<file path="src/rtl/nrw_pkg.sv">
package nrw_pkg;

   typedef enum logic [1:0] {
      NRW_SZ_B   = 2'd0,
      NRW_SZ_H   = 2'd1,
      NRW_SZ_W   = 2'd2,
      NRW_SZ_BAD = 2'd3
   } nrw_size_e;

   localparam int NRW_NUM_SIZES = 3;
   localparam int NRW_MIN_W     = 8;
   localparam int NRW_SHIFT_W   = 6;

   function automatic int nrw_res_width(input int idx);
      return NRW_MIN_W << idx;
   endfunction

endpackage

</file>
<file path="src/rtl/nrw_decode.sv">
module nrw_decode
   import nrw_pkg::*;
(
   input  logic [2:0]             size_fld,
   input  logic [2:0]             imm_fld,
   output nrw_size_e              size_sel,
   output logic [NRW_SHIFT_W-1:0] shift_amt,
   output logic                   legal
);

   logic [NRW_SHIFT_W:0] code;
   logic [NRW_SHIFT_W:0] two_w;

   assign code = {1'b0, size_fld, imm_fld};

   always_comb begin
      size_sel = NRW_SZ_BAD;
      two_w    = '0;
      legal    = 1'b1;
      casez (size_fld)
         3'b001: begin size_sel = NRW_SZ_B; two_w = 7'd16; end
         3'b01?: begin size_sel = NRW_SZ_H; two_w = 7'd32; end
         3'b1??: begin size_sel = NRW_SZ_W; two_w = 7'd64; end
         default: legal = 1'b0;
      endcase
   end

   // A reserved code gets a harmless shift of 1 so the banks stay well defined.
   assign shift_amt = legal ? NRW_SHIFT_W'(two_w - code) : NRW_SHIFT_W'(1);

endmodule

</file>
<file path="src/rtl/nrw_lane.sv">
module nrw_lane
   import nrw_pkg::*;
#(
   parameter int W = 8
) (
   input  logic [2*W-1:0]         wide_in,
   input  logic [NRW_SHIFT_W-1:0] shift_amt,
   output logic [W-1:0]           narrow_out,
   output logic                   clamped
);

   localparam int SW = 2*W + 1;     // one headroom bit above the wide element

   logic signed [SW-1:0]    ext_s;
   logic signed [SW-1:0]    bias_s;
   logic signed [SW-1:0]    sum_s;
   logic signed [SW-1:0]    shr_s;
   logic [NRW_SHIFT_W-1:0]  sh_m1;
   logic [W+1:0]            hi_bits;
   logic                    in_range;

   assign sh_m1   = shift_amt - NRW_SHIFT_W'(1);
   assign ext_s   = $signed({wide_in[2*W-1], wide_in});
   assign bias_s  = $signed(SW'(1) << sh_m1);
   assign sum_s   = ext_s + bias_s;
   assign shr_s   = sum_s >>> shift_amt;

   assign hi_bits  = shr_s[SW-1:W-1];
   assign in_range = (&hi_bits) | ~(|hi_bits);
   assign clamped  = ~in_range;

   always_comb begin
      if (in_range)
         narrow_out = shr_s[W-1:0];
      else if (shr_s[SW-1])
         narrow_out = {1'b1, {(W-1){1'b0}}};
      else
         narrow_out = {1'b0, {(W-1){1'b1}}};
   end

endmodule

</file>
<file path="src/rtl/nrw_bank.sv">
module nrw_bank
   import nrw_pkg::*;
#(
   parameter int VLEN = 128,
   parameter int W    = 8,
   parameter int NSAT = VLEN/16
) (
   input  logic [VLEN-1:0]        src_vec,
   input  logic [VLEN-1:0]        dst_vec,
   input  logic [NRW_SHIFT_W-1:0] shift_amt,
   output logic [VLEN-1:0]        merged,
   output logic [NSAT-1:0]        sat_bits
);

   localparam int NE = VLEN / (2*W);

   if (VLEN % (2*W) != 0) begin : g_bad_vlen
      $error("nrw_bank: VLEN must be a multiple of twice the result width");
   end
   if (NE > NSAT) begin : g_bad_nsat
      $error("nrw_bank: saturation vector narrower than element count");
   end

   for (genvar e = 0; e < NE; e++) begin : g_elem
      logic [W-1:0] nar;
      logic         clp;

      nrw_lane #(.W(W)) u_lane (
         .wide_in    (src_vec[e*2*W +: 2*W]),
         .shift_amt  (shift_amt),
         .narrow_out (nar),
         .clamped    (clp)
      );

      assign merged[(2*e)*W +: W]   = dst_vec[(2*e)*W +: W];
      assign merged[(2*e+1)*W +: W] = nar;
      assign sat_bits[e]            = clp;
   end

   for (genvar k = NE; k < NSAT; k++) begin : g_sat_pad
      assign sat_bits[k] = 1'b0;
   end

endmodule

</file>
<file path="src/rtl/sat_round_narrow.sv">
module sat_round_narrow
   import nrw_pkg::*;
#(
   parameter int VLEN = 128
) (
   input  logic                clk,
   input  logic                rst_n,
   input  logic                in_valid,
   input  logic [VLEN-1:0]     src_vec,
   input  logic [VLEN-1:0]     dst_vec,
   input  logic [2:0]          size_fld,
   input  logic [2:0]          imm_fld,
   output logic                out_valid,
   output logic [VLEN-1:0]     res_vec,
   output logic                illegal,
   output logic [VLEN/16-1:0]  sat_flags
);

   localparam int NSAT = VLEN / 16;

   if (VLEN % 64 != 0 || VLEN < 64) begin : g_bad_vlen
      $error("sat_round_narrow: VLEN must be a positive multiple of 64");
   end

   nrw_size_e              size_sel;
   logic [NRW_SHIFT_W-1:0] shift_amt;
   logic                   legal;

   nrw_decode u_dec (
      .size_fld  (size_fld),
      .imm_fld   (imm_fld),
      .size_sel  (size_sel),
      .shift_amt (shift_amt),
      .legal     (legal)
   );

   logic [VLEN-1:0] bank_res [NRW_NUM_SIZES];
   logic [NSAT-1:0] bank_sat [NRW_NUM_SIZES];

   for (genvar g = 0; g < NRW_NUM_SIZES; g++) begin : g_size
      nrw_bank #(
         .VLEN (VLEN),
         .W    (nrw_res_width(g)),
         .NSAT (NSAT)
      ) u_bank (
         .src_vec   (src_vec),
         .dst_vec   (dst_vec),
         .shift_amt (shift_amt),
         .merged    (bank_res[g]),
         .sat_bits  (bank_sat[g])
      );
   end

   logic [VLEN-1:0] res_next;
   logic [NSAT-1:0] sat_next;

   always_comb begin
      unique case (size_sel)
         NRW_SZ_B: begin res_next = bank_res[0]; sat_next = bank_sat[0]; end
         NRW_SZ_H: begin res_next = bank_res[1]; sat_next = bank_sat[1]; end
         NRW_SZ_W: begin res_next = bank_res[2]; sat_next = bank_sat[2]; end
         default:  begin res_next = dst_vec;     sat_next = '0;          end
      endcase
   end

   always_ff @(posedge clk) begin
      if (!rst_n) begin
         out_valid <= 1'b0;
         res_vec   <= '0;
         sat_flags <= '0;
         illegal   <= 1'b0;
      end else begin
         out_valid <= in_valid;
         if (in_valid) begin
            res_vec   <= res_next;
            sat_flags <= sat_next;
            illegal   <= ~legal;
         end
      end
   end

   AST_RESERVED_PASSTHRU: assert property (@(posedge clk) disable iff (!rst_n)
      (in_valid && size_fld == 3'b000) |=> (illegal && res_vec == $past(dst_vec) && sat_flags == '0));

   AST_LANE0_KEPT: assert property (@(posedge clk) disable iff (!rst_n)
      in_valid |=> (res_vec[7:0] == $past(dst_vec[7:0])));

   AST_BYTE_CLAMP_BOUND: assert property (@(posedge clk) disable iff (!rst_n)
      (in_valid && size_fld == 3'b001) |=>
         (!sat_flags[0] || res_vec[15:8] == 8'h7F || res_vec[15:8] == 8'h80));

   AST_HOLD_IDLE: assert property (@(posedge clk) disable iff (!rst_n)
      !in_valid |=> ($stable(res_vec) && $stable(sat_flags) && $stable(illegal)));

   AST_VALID_LATENCY: assert property (@(posedge clk) disable iff (!rst_n)
      in_valid |=> out_valid);

   AST_VALID_IDLE: assert property (@(posedge clk) disable iff (!rst_n)
      !in_valid |=> !out_valid);

endmodule

</file>
<file path="config.mk">
export PLATFORM = sky130hd
export DESIGN_NAME = sat_round_narrow
export DESIGN_NICKNAME = d
export VERILOG_FILES = /design/src/rtl/nrw_pkg.sv /design/src/rtl/nrw_decode.sv /design/src/rtl/nrw_lane.sv /design/src/rtl/nrw_bank.sv /design/src/rtl/sat_round_narrow.sv
export SDC_FILE = /design/constraint.sdc
export NUM_CORES = 2
export LEC_CHECK = 0
export ABC_AREA = 1
export BUFFER_PORTS_ARGS = -buffer_cell sky130_fd_sc_hd__buf_2
export CORE_MARGIN = 4
export CORE_UTILIZATION = 25
export DETAILED_ROUTE_END_ITERATION = 6
export PLACE_DENSITY = 0.45
export SLEW_MARGIN = 15
export SYNTH_ARGS = -nofsm -noshare
export SYNTH_HDL_FRONTEND = slang
export SYNTH_SLANG_ARGS = --single-unit
export TNS_END_PERCENT = 1
</file>
<file path="constraint.sdc">
create_clock -name clk -period 16.1 [get_ports clk]
set_input_delay 0.805 -clock clk [delete_from_list [all_inputs] [get_ports clk]]
set_output_delay 0.805 -clock clk [all_outputs]
set_load 0.02 [all_outputs]
</file>
==> impl_results.md <==
- F_max: between 90 and 100 MHz
- Clk slew on worst S/H paths: 0.06 ns
- Met1 usage: between 30% and 40%
- Most Used Layer, Global Route: met2
- Routed vias/inst: approximately 5.5
- DP Worst Slack: between 5 and 6 ns
- First-pass GRT wire length: around 440000 um
- P&R area growth vs syn: 10.6%
- Number of port buffers: 402
- Dpl hpwl: 268000 um
- Die X: roughly 430 um
- Gate Count Post-Synth: ~9000
- Failing checks: DRC
- Final hold vios: 0
- Starting Density: around 25%
- Std-Cell Rows: approximately 150
- GR Util met3: between 3 and 4%
- Post-DRT Antenna Nets: 0
- RSZ-0062 raised after global routing: false
- Yosys synthesis warning count: 0
- Synthesized cell area: roughly 45000 sq um
- Via count: around 63000
- Period utilization: between 60% and 70%
- Status: finished with violations
- Avg Inst Size Synth: ~5.0 sq um
- CTS Sinks: about 140
- Net Count, Synth: between 9000 and 10000
- GRT overflow: 0
- Final Wtd Congestion: 1.05
- Logic pwr share: approximately 72%
- Worst EP arrival: ~11 ns
- Final wirelength: approximately 320000 um
- Max stage delay on crit path: 0.89 ns
- Setup TNS: 0 ns
- NetSw: around 1.8 mW
- Clock Root Buffer: clkbuf_16
- Crit end category: flop
- Setup slack after layout: between 5 and 6 ns
- TritonCTS clock tree: yes
- TritonCTS Buffers: 25
- Clock tree buffer depth: 3
- Most common cell after layout, fill and taps aside: nand2_1
- Max-slew headroom: around 13%
- GRT Util Overall: between 30% and 40%
- DRC: 4
- Crit path max-delay family: simple AND/OR/NAND/NOR gates
- Die Span Y: 431 um
- Power Density: roughly 61 nW/um^2
- Setup violators final: 0
- Tmin final: roughly 11 ns
- Main synth FF type: dfxtp_1
- Reg power frac: between 10% and 20%
- Vias in the first global route: 60900
- Most frequent cells in the layout: nand2_1, nand3_1, inv_1
- Critical-path top delay cell: nor2_1
- Post-synth EDFFs: 0
- Worst min path class: flop to flop
- Peak VDD IR: 0.0000566 V
- Final Max Tran Viols: 0
- Number of setup buffers added after CTS: 0
- Crit path kind: input port to flop
- Layout fillers: between 20000 and 25000
- WP data required: 16.42 ns
- Final net count: about 9600
- Largest net degree at the start of global routing: 165
- Register area share after synthesis: under 10%
- Die Area: 185000 sq um
- Final non-filler cell area: 49300 sq um
- CTS Hold Bufs: 0
- Clock Latency Late Sink: between 0.4 and 0.5 ns
- CP max FO: between 70 and 80
- Ports: between 400 and 500
- Worst Skew: 0 ns
- CP most frequent cell: nand2_1
- Crit path launch type: input port
- Max-cap violations: 0
- Share of cells above drive strength 1: roughly 7.3%
- Met2 usage: a little under three fifths
- Switching share of power: about three fifths
- Clock power share: between 10% and 20%
- Post-CTS sizing: 0
- Synth unique cells: 70
- Internal: between 1 and 1.5 mW
- Core box area: around 180000 sq um
- Placed cell area: 48600 sq um
- Antenna violations before repair: 34
- DR WL/cell: roughly 28 um
- Worst Tran Pin Value: ~1.3 ns
- Asr flop ratio synth: 0%
- CP Buf/Inv Count: 8
- CTS H-tree lvls: 4
- Initial drt markers: just under 7000
- Seq cells post-synth: 138
- Leakage: roughly 26 nW
- TritonRoute pass-1 iters: 7
-- sequential cells by signal, indices dropped and copies added, names as in the netlist --
name	cells
out_valid	1
sat_flags	8
illegal	1
res_vec	128
-- cell families after synthesis --
group	Yosys count	synth area share, %
AOI/OAI and AO/OA	1543	19.3
buffers and inverters	1360	11.7
xor gates and xnor gates	137	2.72
muxes	25	0.561
adders and majority gates	232	6.50
DFF	138	6.19
and+or+nand+nor	5546	53.0
-- synth_stat cells (6+ instances only) --
cell      count  area, sq um
o221ai_1     31          272
nand3_1    1459         7300
inv_1       909         3410
a211oi_1      9         67.6
mux2i_1      25          250
clkbuf_1    221          830
a221o_1       6         60.1
and2_1        6         37.5
or2_2        27          169
o21ai_0     529         2650
buf_1       136          510
nor2_2       14         87.6
a221oi_1      6         52.6
a21boi_0     24          180
o21ai_1      46          230
nor2_1      786         2950
o211ai_1     82          616
inv_2        31          116
nand3b_1     38          285
o21bai_1     21          158
ha_1        232         2900
nor3_1       85          425
o22ai_1      15         93.8
buf_2        42          210
a31oi_1      56          350
buf_4        11         82.6
nor4_1       20          125
nand2_2      19          119
nor2_4        6         67.6
xnor2_1      40          350
nand2_1    2939        11000
o21a_1       42          315
a21oi_1     625         3130
xor2_1       95          832
nand3_2      15          150
or2_1        13         81.3
o31ai_1      10         75.1
nand4_1      99          619
dfxtp_1     138         2760
o311ai_0      6         52.6
a21o_1       10         75.1
-- power by group through the flow --
stage               combinational, mW  sequential [mW]  clock, mW
finish                           2.16            0.381      0.464
global route                     2.33            0.384      0.487
CTS                              2.13            0.381      0.469
detailed placement               2.12            0.388          0
global placement                 2.13            0.388          0
floorplan                        1.27            0.416          0
-- per-layer routing --
metal | vias to the layer above | share of wire (%)
met1 | 30000 | 39
li1 | 29900 | -
met4 | 16 | 7.6
met3 | 637 | 5.3
met2 | 2496 | 48
met5 | - | 0.034
-- final timing paths --
check,startpoint,end,slack [ns],depth (start not counted)
max reg2reg,res_vec[119],res_vec[119],15.18,4
max,size_fld[2],res_vec[103],5.26,43
min,sat_flags[3],sat_flags[3],0.47,2
min reg2reg,sat_flags[3],sat_flags[3],0.47,2
-- stage by stage --
step / power [mW] / instances / hold WS [ns] / util [%]
4_1_cts: 2.98 / 11400 / 0.464 / 27.9
3_3_place_gp: 2.52 / 11400 / 0.455 / 27.5
2_1_floorplan: 1.68 / 8981 / 0.541 / -
5_1_grt: 3.20 / 11400 / 0.486 / 27.9
3_5_place_dp: 2.51 / 11400 / 0.455 / 27.5
6_report: 3.01 / 11400 / 0.465 / 27.9
-- layout make-up --
cell class | count | area [sq um] | share of cell area [%]
antenna | 5 | 12.5 | 0.0254
clock buffer | 32 | 702 | 1.42
inverter | 945 | 3570 | 7.24
multi-input combinational | 7483 | 36700 | 74.5
sequential | 138 | 2760 | 5.60
tap | 2340 | 2930 | 5.93
timing repair buffer | 478 | 2620 | 5.31
-- worst register-to-register path: stages (launching register included) --
cell     delay, ns
dfxtp_1       0.37
a21oi_1       0.22
nand2_1       0.07
inv_1         0.05
a21oi_1       0.05
Note: power is estimated with default switching activity, not from simulation.
